[src/rtl/pk_i2f_pkg.sv]
package pk_i2f_pkg;
  localparam int SP_EXP_W = 8;
  localparam int SP_MAN_W = 23;
  localparam int SP_BIAS  = 127;
  localparam int SP_W     = 1 + SP_EXP_W + SP_MAN_W;

  typedef enum logic [1:0] {
    RND_NEAR = 2'b00,
    RND_DOWN = 2'b01,
    RND_UP   = 2'b10,
    RND_ZERO = 2'b11
  } rndMode_e;

  typedef struct packed {
    logic load;
    logic clear;
  } ctrlStrobes_t;
endpackage

[src/rtl/pk_i2f_lane.sv]
module pk_i2f_lane
  import pk_i2f_pkg::*;
#(
  parameter int INT_W = 32
) (
  input  logic [INT_W-1:0] intIn,
  input  rndMode_e         rndMode,
  output logic [SP_W-1:0]  fpOut,
  output logic             inexact
);
  localparam int POS_W   = $clog2(INT_W);
  localparam int GUARD_I = INT_W - 2 - SP_MAN_W;

  logic                signBit;
  logic [INT_W-1:0]    mag;
  logic [POS_W-1:0]    leadPos;
  logic [POS_W-1:0]    shiftAmt;
  logic [INT_W-1:0]    norm;
  logic [SP_MAN_W-1:0] manTrunc;
  logic                guardBit;
  logic                stickyBit;
  logic                roundUp;
  logic                carry;
  logic [SP_MAN_W-1:0] manRnd;
  logic [SP_EXP_W-1:0] expVal;

  assign signBit = intIn[INT_W-1];
  assign mag     = signBit ? (~intIn + 1'b1) : intIn;

  always_comb begin
    leadPos = '0;
    for (int i = 0; i < INT_W; i++) begin
      if (mag[i]) leadPos = POS_W'(i);
    end
  end

  assign shiftAmt  = POS_W'(INT_W - 1) - leadPos;
  assign norm      = mag << shiftAmt;
  assign manTrunc  = norm[INT_W-2 -: SP_MAN_W];
  assign guardBit  = norm[GUARD_I];
  assign stickyBit = |norm[GUARD_I-1:0];
  assign inexact   = guardBit | stickyBit;

  always_comb begin
    unique case (rndMode)
      RND_NEAR: roundUp = guardBit & (stickyBit | manTrunc[0]);
      RND_DOWN: roundUp = signBit & inexact;
      RND_UP:   roundUp = ~signBit & inexact;
      default:  roundUp = 1'b0;
    endcase
  end

  assign {carry, manRnd} = {1'b0, manTrunc} + {{SP_MAN_W{1'b0}}, roundUp};
  assign expVal = SP_EXP_W'(SP_BIAS) + SP_EXP_W'(leadPos) + SP_EXP_W'(carry);
  assign fpOut  = (mag == '0) ? '0 : {signBit, expVal, manRnd};
endmodule

[src/rtl/pk_i2f_dp.sv]
module pk_i2f_dp
  import pk_i2f_pkg::*;
#(
  parameter int LANES  = 2,
  parameter int INT_W  = 32,
  parameter int DEST_W = 128,
  parameter int TOP_W  = 3,
  parameter int TAG_W  = 16
) (
  input  logic                   clk,
  input  ctrlStrobes_t           ctrl,
  input  logic [LANES*INT_W-1:0] srcIn,
  input  logic [DEST_W-1:0]      oldDestIn,
  input  rndMode_e               rndMode,
  output logic [DEST_W-1:0]      resultQ,
  output logic                   inexactQ,
  output logic [TOP_W-1:0]       topQ,
  output logic [TAG_W-1:0]       tagQ
);
  localparam int PACK_W = LANES * SP_W;

  logic [PACK_W-1:0] packedFp;
  logic [LANES-1:0]  laneInexact;

  for (genvar g = 0; g < LANES; g++) begin : g_lane
    pk_i2f_lane #(.INT_W(INT_W)) u_lane (
      .intIn   (srcIn[g*INT_W +: INT_W]),
      .rndMode (rndMode),
      .fpOut   (packedFp[g*SP_W +: SP_W]),
      .inexact (laneInexact[g])
    );
  end

  always_ff @(posedge clk) begin
    if (ctrl.clear) begin
      resultQ  <= '0;
      inexactQ <= 1'b0;
      topQ     <= '0;
      tagQ     <= '0;
    end else if (ctrl.load) begin
      resultQ  <= {oldDestIn[DEST_W-1:PACK_W], packedFp};
      inexactQ <= |laneInexact;
      topQ     <= '0;
      tagQ     <= '0;
    end
  end
endmodule

[src/rtl/pk_i2f_ctrl.sv]
module pk_i2f_ctrl
  import pk_i2f_pkg::*;
(
  input  logic         clk,
  input  logic         rst,
  input  logic         inStrobe,
  output ctrlStrobes_t ctrl,
  output logic         validQ
);
  assign ctrl.clear = rst;
  assign ctrl.load  = inStrobe & ~rst;

  always_ff @(posedge clk) begin
    if (rst) validQ <= 1'b0;
    else     validQ <= inStrobe;
  end
endmodule

[src/rtl/pk_i2f_conv.sv]
module pk_i2f_conv
  import pk_i2f_pkg::*;
#(
  parameter int LANES  = 2,
  parameter int INT_W  = 32,
  parameter int DEST_W = 128,
  parameter int TOP_W  = 3,
  parameter int TAG_W  = 16
) (
  input  logic                   clk,
  input  logic                   rst,
  input  logic                   inStrobe,
  input  logic [LANES*INT_W-1:0] srcIn,
  input  logic [DEST_W-1:0]      oldDestIn,
  input  logic [1:0]             rndCtl,
  output logic [DEST_W-1:0]      resultOut,
  output logic                   inexactOut,
  output logic                   outValid,
  output logic [TOP_W-1:0]       fpuTopOut,
  output logic [TAG_W-1:0]       fpuTagOut
);
  ctrlStrobes_t ctrl;

  pk_i2f_ctrl u_ctrl (
    .clk      (clk),
    .rst      (rst),
    .inStrobe (inStrobe),
    .ctrl     (ctrl),
    .validQ   (outValid)
  );

  pk_i2f_dp #(
    .LANES(LANES), .INT_W(INT_W), .DEST_W(DEST_W), .TOP_W(TOP_W), .TAG_W(TAG_W)
  ) u_dp (
    .clk       (clk),
    .ctrl      (ctrl),
    .srcIn     (srcIn),
    .oldDestIn (oldDestIn),
    .rndMode   (rndMode_e'(rndCtl)),
    .resultQ   (resultOut),
    .inexactQ  (inexactOut),
    .topQ      (fpuTopOut),
    .tagQ      (fpuTagOut)
  );
endmodule

[config.mk]
export PLATFORM = sky130hd
export DESIGN_NAME = pk_i2f_conv
export DESIGN_NICKNAME = d
export VERILOG_FILES = /design/src/rtl/pk_i2f_pkg.sv /design/src/rtl/pk_i2f_lane.sv /design/src/rtl/pk_i2f_dp.sv /design/src/rtl/pk_i2f_ctrl.sv /design/src/rtl/pk_i2f_conv.sv
export SDC_FILE = /design/constraint.sdc
export NUM_CORES = 1
export LEC_CHECK = 0
export ABC_AREA = 0
export CAP_MARGIN = 20
export CELL_PAD_IN_SITES_DETAIL_PLACEMENT = 0
export CELL_PAD_IN_SITES_GLOBAL_PLACEMENT = 1
export CORE_MARGIN = 2
export CORE_UTILIZATION = 34
export DETAILED_ROUTE_END_ITERATION = 16
export PLACE_DENSITY_LB_ADDON = 0.1
export SYNTH_ARGS = -nofsm -noshare
export SYNTH_HDL_FRONTEND = slang
export SYNTH_SLANG_ARGS = --single-unit
export TNS_END_PERCENT = 100
[constraint.sdc]
create_clock -name clk -period 6.8 [get_ports clk]
set_clock_uncertainty 0.15 [all_clocks]
set_input_delay 0.68 -clock clk [delete_from_list [all_inputs] [get_ports clk]]
set_output_delay 0.68 -clock clk [all_outputs]
set_load 0.1 [all_outputs]
==> results of run 1 <==
## sequential cells by signal (all words and copies together) (netlist names)
name	flops
u_dp.resultQ	128
u_ctrl.validQ	1
u_dp.inexactQ	1
## metrics by stage
step                area (sq um)  TNS [ns]  hold slack (ns)  worst slack (ns)
global placement           21410    -11.42           0.2895           -0.6064
floorplan                  14740         0           0.6774           0.06446
finish                     23090         0           0.2975            0.2392
CTS                        22270         0           0.2994           0.01343
global route               23090   -0.5473           0.3262          -0.09483
detailed placement         21410    -12.93           0.2918           -0.6630
## worst max-delay path, cell delays in order
cell and delay, ns:
clkdlybuf4s50_1 0.47, inv_1 0.10, ha_1 0.20, nor3b_2 0.22
nand4_1 0.25, or2_1 0.33, or4_4 0.51, a22oi_2 0.22
o2111ai_2 0.19, nand2_2 0.16, mux4_2 0.54, and3_1 0.17
a31oi_1 0.18, o21a_2 0.23, nand3_1 0.12, a221oi_2 0.32
ha_2 0.25, buf_4 0.11, ha_1 0.17, o21ai_0 0.11
nor4_2 0.28, nand4_2 0.26, or4_1 0.47, o211ai_1 0.19
## cell usage after synthesis (all sizes together) (29+ instances only)
cell type and count:
xor2 43, or3 31, nand2 157, nand4 42
nor4 52, nor3 64, a21oi 89, buf 92
nor2 228, o21ai 84, mux2i 103, a22oi 35
dfxtp 130, o211ai 54, a211oi 31, xnor2 56
clkbuf 91, or4 29, nand3 90
## power breakdown
part / total (mW) / switching, mW / internal [mW]
registers: 0.848 / 0.0286 / 0.819
logic: 2.43 / 1.48 / 0.953
clock network: 0.874 / 0.335 / 0.539
total: 4.16 / 1.84 / 2.31
## layer usage
layer	track usage, %	routed length (um)	vias up
li1	-	-	9042
met1	36.34	28130	9203
met2	51.60	33500	629
met3	4.480	3658	116
met4	7.795	1685	0
met5	0	0	-
## kinds of logic (layout without fill, tap and decap cells)
logic type      count (synthesis)  after routing
buf+inv                       209            916
other cells                     1             19
xor+xnor                       99             99
flops                         130            130
mux                           127            127
compound gates                596            596
fa+ha+maj                      15             15
simple gates                  811            811
## timing repair
action | 4_1_cts | 5_1_grt
setup buffers | 14 | 24
pin swaps | 15 | 60
gates cloned | 0 | 1
endpoints found under the setup margin | 7 | 48
endpoints found under the hold margin | 0 | 0
resized for setup | 37 | 129
## area by class of cell
class	count	share of cell area (%)
inverters	26	0.4498
flip-flops and latches	130	11.27
repair buffers	858	31.43
well taps	546	2.959
clock inverters	9	0.3468
multi-input cells	1667	51.43
clock buffers	23	2.114
## final timing paths
path,end,slack [ns],from
max,u_dp.resultQ[22],0.24,srcIn[1]
min,u_dp.resultQ[12],0.30,u_dp.resultQ[12]
max reg2reg,u_dp.resultQ[54],5.83,u_dp.resultQ[54]
min reg2reg,u_dp.resultQ[12],0.30,u_dp.resultQ[12]
==> out/qor.yml, run 1 <==
outcome:
  status: "complete, no violations"
worst_setup_path:
  reg2regPathDepth: 3
  startpoint_type: "input port"
  end_kind: "register"
  worstSetupPathType: "input port to register"
  arrival_ns: 6.74
  cp.required_ns: 6.98
  cp_max_fo: 8
global_routing:
  grt.overflow.total: 0
  grt_pass1_vias: 18580
  grt_pass1_wl_um: 103500
  grt_max_degree: 62
  grt_antenna_before_repair: 0
  grtUsageTotal_pct: 29.05
die:
  start_util_pct: 34.28
  die_x_um: 211.7
  ios: 346
  rows: 76
  die_h_um: 211.7
  design.die.area_sq_um: 44830
  core_area_sq_um: 42790
clock_tree:
  numCtsBuffers: 17
  clockRootBuffer: "clkbuf_16"
  clk_pin_slew_ns: 0.06
  cts_tree: "done"
  cts_hold_buf: 0
  cts.sinks: 130
  h-tree-depth: 4
  clock_path_buffers: 2
  insertion_delay_ns: 0.41
synthesis:
  synth_cell_type_count: 117
  synth_top_area_share_pct: 17.74
  synthAdderAreaFrac_pct: 1.279
  ys_ff_latch: 130
  synth.largest_area_cell: "dfxtp_1"
  synthMuxAreaShare_pct: 9.228
  synthCells: 1988
  synth-simple-area-share_pct: 28.55
  synthArstFlopShare_pct: 0
  synth_top_flop_cell: "dfxtp_1"
  synth_edf_count: 0
  synth-seq-area-share_pct: 17.74
  synth_compound_area_share_pct: 30.60
  avgSynthCellArea_sq_um: 7.379
  netlist_area_sq_um: 14670
  synth_xor_area_share_pct: 5.962
  netlist_top_cells_area: "dfxtp_1 (18%), mux2i_1 (7.0%), nor2_1 (5.8%), nand2_1 (4.0%), xnor2_1 (3.3%)"
  synth_top_family_by_area: "compound AO/OA/AOI/OAI gates"
  yosys_warnings: 0
layout:
  drive_gt1_share_pct: 30.59
  nFillCells: 4180
  multi_input_area_sq_um: 11870
  seqCellArea_sq_um: 2603
  layout_common_cells: "buf_4 (580), clkdlybuf4s50_1 (240), nor2_1 (221)"
  area_delta_synth_final_pct: 57.37
  layout.nets: 2912
  utilization_pct: 53.95
  antenna_cells: 0
  layout_commonest_cell: "buf_4"
  fin_cells: 3259
power_and_ir_drop:
  vdd_ir_drop_max_mv: 0.2008
  p_leak_nw: 9.448
  power.density_nw_per_um2: 180.0
  p_total_mw: 4.156
sta:
  worstMarginPinSlew_ns: 1.119
  finalHoldViolations: 0
  slew_violations: 0
  fmax_mhz: 152.4
  post-route-period-util_pct: 96.48
  setup_viol: 0
  slew_headroom_pct: 25.17
  min_period_ns: 6.561
detailed_routing:
  ant_nets: 0
  via_count: 18990
  drc_errors: 0
  via_per_inst: 5.827
  routed_wl_um: 66980
  drt_pre_antenna_iters: 5
  drt-initial-drc-count: 1467
  drt-wirelength-per-cell_um: 20.55
worst_hold_path:
  min_delay_path_depth: 2
  hp-class: "register to register"
placement:
  dp_hpwl_um: 53320
  dp_cells: 3187
  numPortBuffers: 262
  gp_congestion: 0.9629
run:
  cap_viol_max_count: 0
No activity file was read; power rests on OpenSTA's default activity.
==> inputs of run 2 (changes only) <==
Settings changed: CAP_MARGIN 20 to 10.
==> run 2 against run 1 <==
Compared with the run above:
- sequential share of layout area about the same
- die area is the same
- flip-flop and latch count is the same
- clock-buffer cell count is the same
- worst setup slack better by 0.0064 ns
- sequential power about the same
- hold slack about the same
- non-clock buffer count fell by 1
- highest routed layer unchanged
==> out/qor.yml, run 2 (synthesized netlist as in run 1, its figures left out) <==
outcome:
  status: "complete, no violations"
detailed_routing:
  routed_wl_um: 66840  # -0.20%
  drt-wirelength-per-cell_um: 20.52  # -0.17%
  drc_errors: 0  # unchanged
  drt_pre_antenna_iters: 5  # unchanged
  drt-initial-drc-count: 1562  # +6.5%
  via_per_inst: 5.822  # about the same
  ant_nets: 0  # unchanged
  via_count: 18970  # -0.12%
power_and_ir_drop:
  p_leak_nw: 9.439  # about the same
  p_int_mw: 2.310  # about the same
  clock_power_share_pct: 21.0  # about the same
  vdd_ir_drop_max_mv: 0.2013  # +0.25%
  power_switching_mw: 1.846  # about the same
  power.density_nw_per_um2: 180.2  # about the same
  p_total_mw: 4.156  # about the same
  switching_share_pct: 44.41  # about the same
  combPwrFrac_pct: 58.6  # about the same
  share_seq_of_total_power_pct: 20.4  # about the same
sta:
  slew_headroom_pct: 25.17  # about the same
  fin_ws_ns: 0.2457  # +0.006436 ns
  post-route-period-util_pct: 96.39  # about the same
  slew_violations: 0  # unchanged
  finalHoldViolations: 0  # unchanged
  worstMarginPinSlew_ns: 1.119  # -0.00006217 ns
  holdWs_ns: 0.2976  # +0.00005700 ns
  setup_viol: 0  # unchanged
  final.setup.tns_ns: 0  # unchanged
  min_period_ns: 6.554  # -0.006436 ns
  fmax_mhz: 152.6  # about the same
layout:
  antenna_cells: 0  # unchanged
  utilization_pct: 53.91  # about the same
  largest_register: "u_dp.resultQ"
  drive_gt1_share_pct: 30.57  # about the same
  design_area_sq_um: 23070  # about the same
  layout.nets: 2911  # -0.034%
  fin_cells: 3258  # -0.031%
  top_regs: "u_dp.resultQ x128, u_ctrl.validQ x1, u_dp.inexactQ x1"
  layout_common_cells: "buf_4 (580), clkdlybuf4s50_1 (240), nor2_1 (221)"
  layout_commonest_cell: "buf_4"
  area_delta_synth_final_pct: 57.24  # about the same
  largest_reg_flops: 128  # unchanged
die:
  die_h_um: 211.7  # unchanged
  core_area_sq_um: 42790  # unchanged
  die_x_um: 211.7  # unchanged
  ios: 346  # unchanged
  rows: 76  # unchanged
  start_util_pct: 34.28  # unchanged
  design.die.area_sq_um: 44830  # unchanged
clock_tree:
  insertion_delay_ns: 0.41  # about the same
  numCtsBuffers: 17  # unchanged
  h-tree-depth: 4  # unchanged
  clock_path_buffers: 2  # unchanged
  cts_tree: "done"
  clockRootBuffer: "clkbuf_16"
  clk_pin_slew_ns: 0.06  # about the same
  cts_hold_buf: 0  # unchanged
  cts.sinks: 130  # unchanged
worst_setup_path:
  crit_path_max_incr_delay_ns: 0.54  # about the same
  end_kind: "register"
  worstPathCellList: "clkdlybuf4s50_1 > inv_1 > ha_1 > nor3b_2 > nand4_1 > or2_1 > or4_4 > a22oi_2 > o2111ai_2 > nand2_2 > mux4_2 > and3_1 > a31oi_1 > o21a_2 > nand3_1 > a221oi_2 > ha_2 > buf_4 > ha_1 > o21ai_0 > nor4_2 > nand4_2 > or4_1 > o211ai_1"
  cp_top_family: "simple AND/OR/NAND/NOR gates"
  startpoint_type: "input port"
  worstSetupPathType: "input port to register"
  reg2regPathDepth: 3  # unchanged
  crit_path_frequent_cell: "ha_1"
  cp.required_ns: 6.98  # about the same
  crit_buf_inv: 3  # unchanged
  worstSetupPathDepth: 24  # unchanged
  critPathSlowestCell: "mux4_2"
  cp_max_fo: 8  # unchanged
  arrival_ns: 6.74  # about the same
worst_hold_path:
  min_delay_path_depth: 2  # unchanged
  hp-class: "register to register"
placement:
  place_ws_ns: -0.6630  # unchanged
  placed_area_sq_um: 21410  # unchanged
  dp_hpwl_um: 53320  # unchanged
  dp_cells: 3187  # unchanged
  numPortBuffers: 262  # unchanged
  gp_congestion: 0.9629  # unchanged
global_routing:
  grt_pass1_vias: 18580  # unchanged
  grt.overflow.total: 0  # unchanged
  grt_antenna_before_repair: 0  # unchanged
  grt_max_degree: 62  # unchanged
  grtUsageTotal_pct: 29.05  # unchanged
  grt_pass1_wl_um: 103500  # unchanged
run:
  cap_viol_max_count: 0  # unchanged
==> run 2: what timing repair did <==
item                       in CTS  in global routing
pin swaps                      15                 60
setup endpoints to repair       7                 49
gates cloned                    0                  1
resized for setup              37                129
setup buffers                  14                 24
==> run 2: worst paths after layout <==
check / startpoint / slack [ns] / endpoint
worst max-delay path: srcIn[1] / 0.25 / u_dp.resultQ[22]
worst min-delay path: u_dp.resultQ[12] / 0.30 / u_dp.resultQ[12]
worst max register to register: u_dp.resultQ[54] / 5.83 / u_dp.resultQ[54]
worst min register to register: u_dp.resultQ[12] / 0.30 / u_dp.resultQ[12]
==> run 2: worst min-delay path: cells and delay by family (launching register included) <==
| family | cells | cell delay [ns] |
|---|---|---|
| AND/OR/NAND/NOR | 1 | 0.05 |
| AO/OA/AOI/OAI | 1 | 0.05 |
| flip-flops | 1 | 0.31 |
==> run 2: layer usage <==
layer / GRT usage (%) / vias up / share of wire (%)
li1: - / 9050 / -
met1: 36.34 / 9185 / 42
met2: 51.60 / 617 / 50
met3: 4.480 / 115 / 5.5
met4: 7.795 / 0 / 2.5
met5: 0 / - / 0
==> run 2: layout make-up <==
type	instances	area (sq um)
clock inverters	9	80.08
flip-flops and latches	130	2603
multi-input cells	1667	11870
fillers	4182	19720
clock buffers	23	488.0
well taps	546	683.2
repair buffers	857	7236
inverters	26	103.9
==> run 2: power groups by stage <==
stage	Sequential [mW]	Combinational [mW]	Clock (mW)
2_1_floorplan	1.27	0.964	0
3_3_place_gp	0.862	2.30	0
3_5_place_dp	0.864	2.30	0
4_1_cts	0.848	2.34	0.893
5_1_grt	0.855	2.58	0.924
6_report	0.848	2.43	0.874
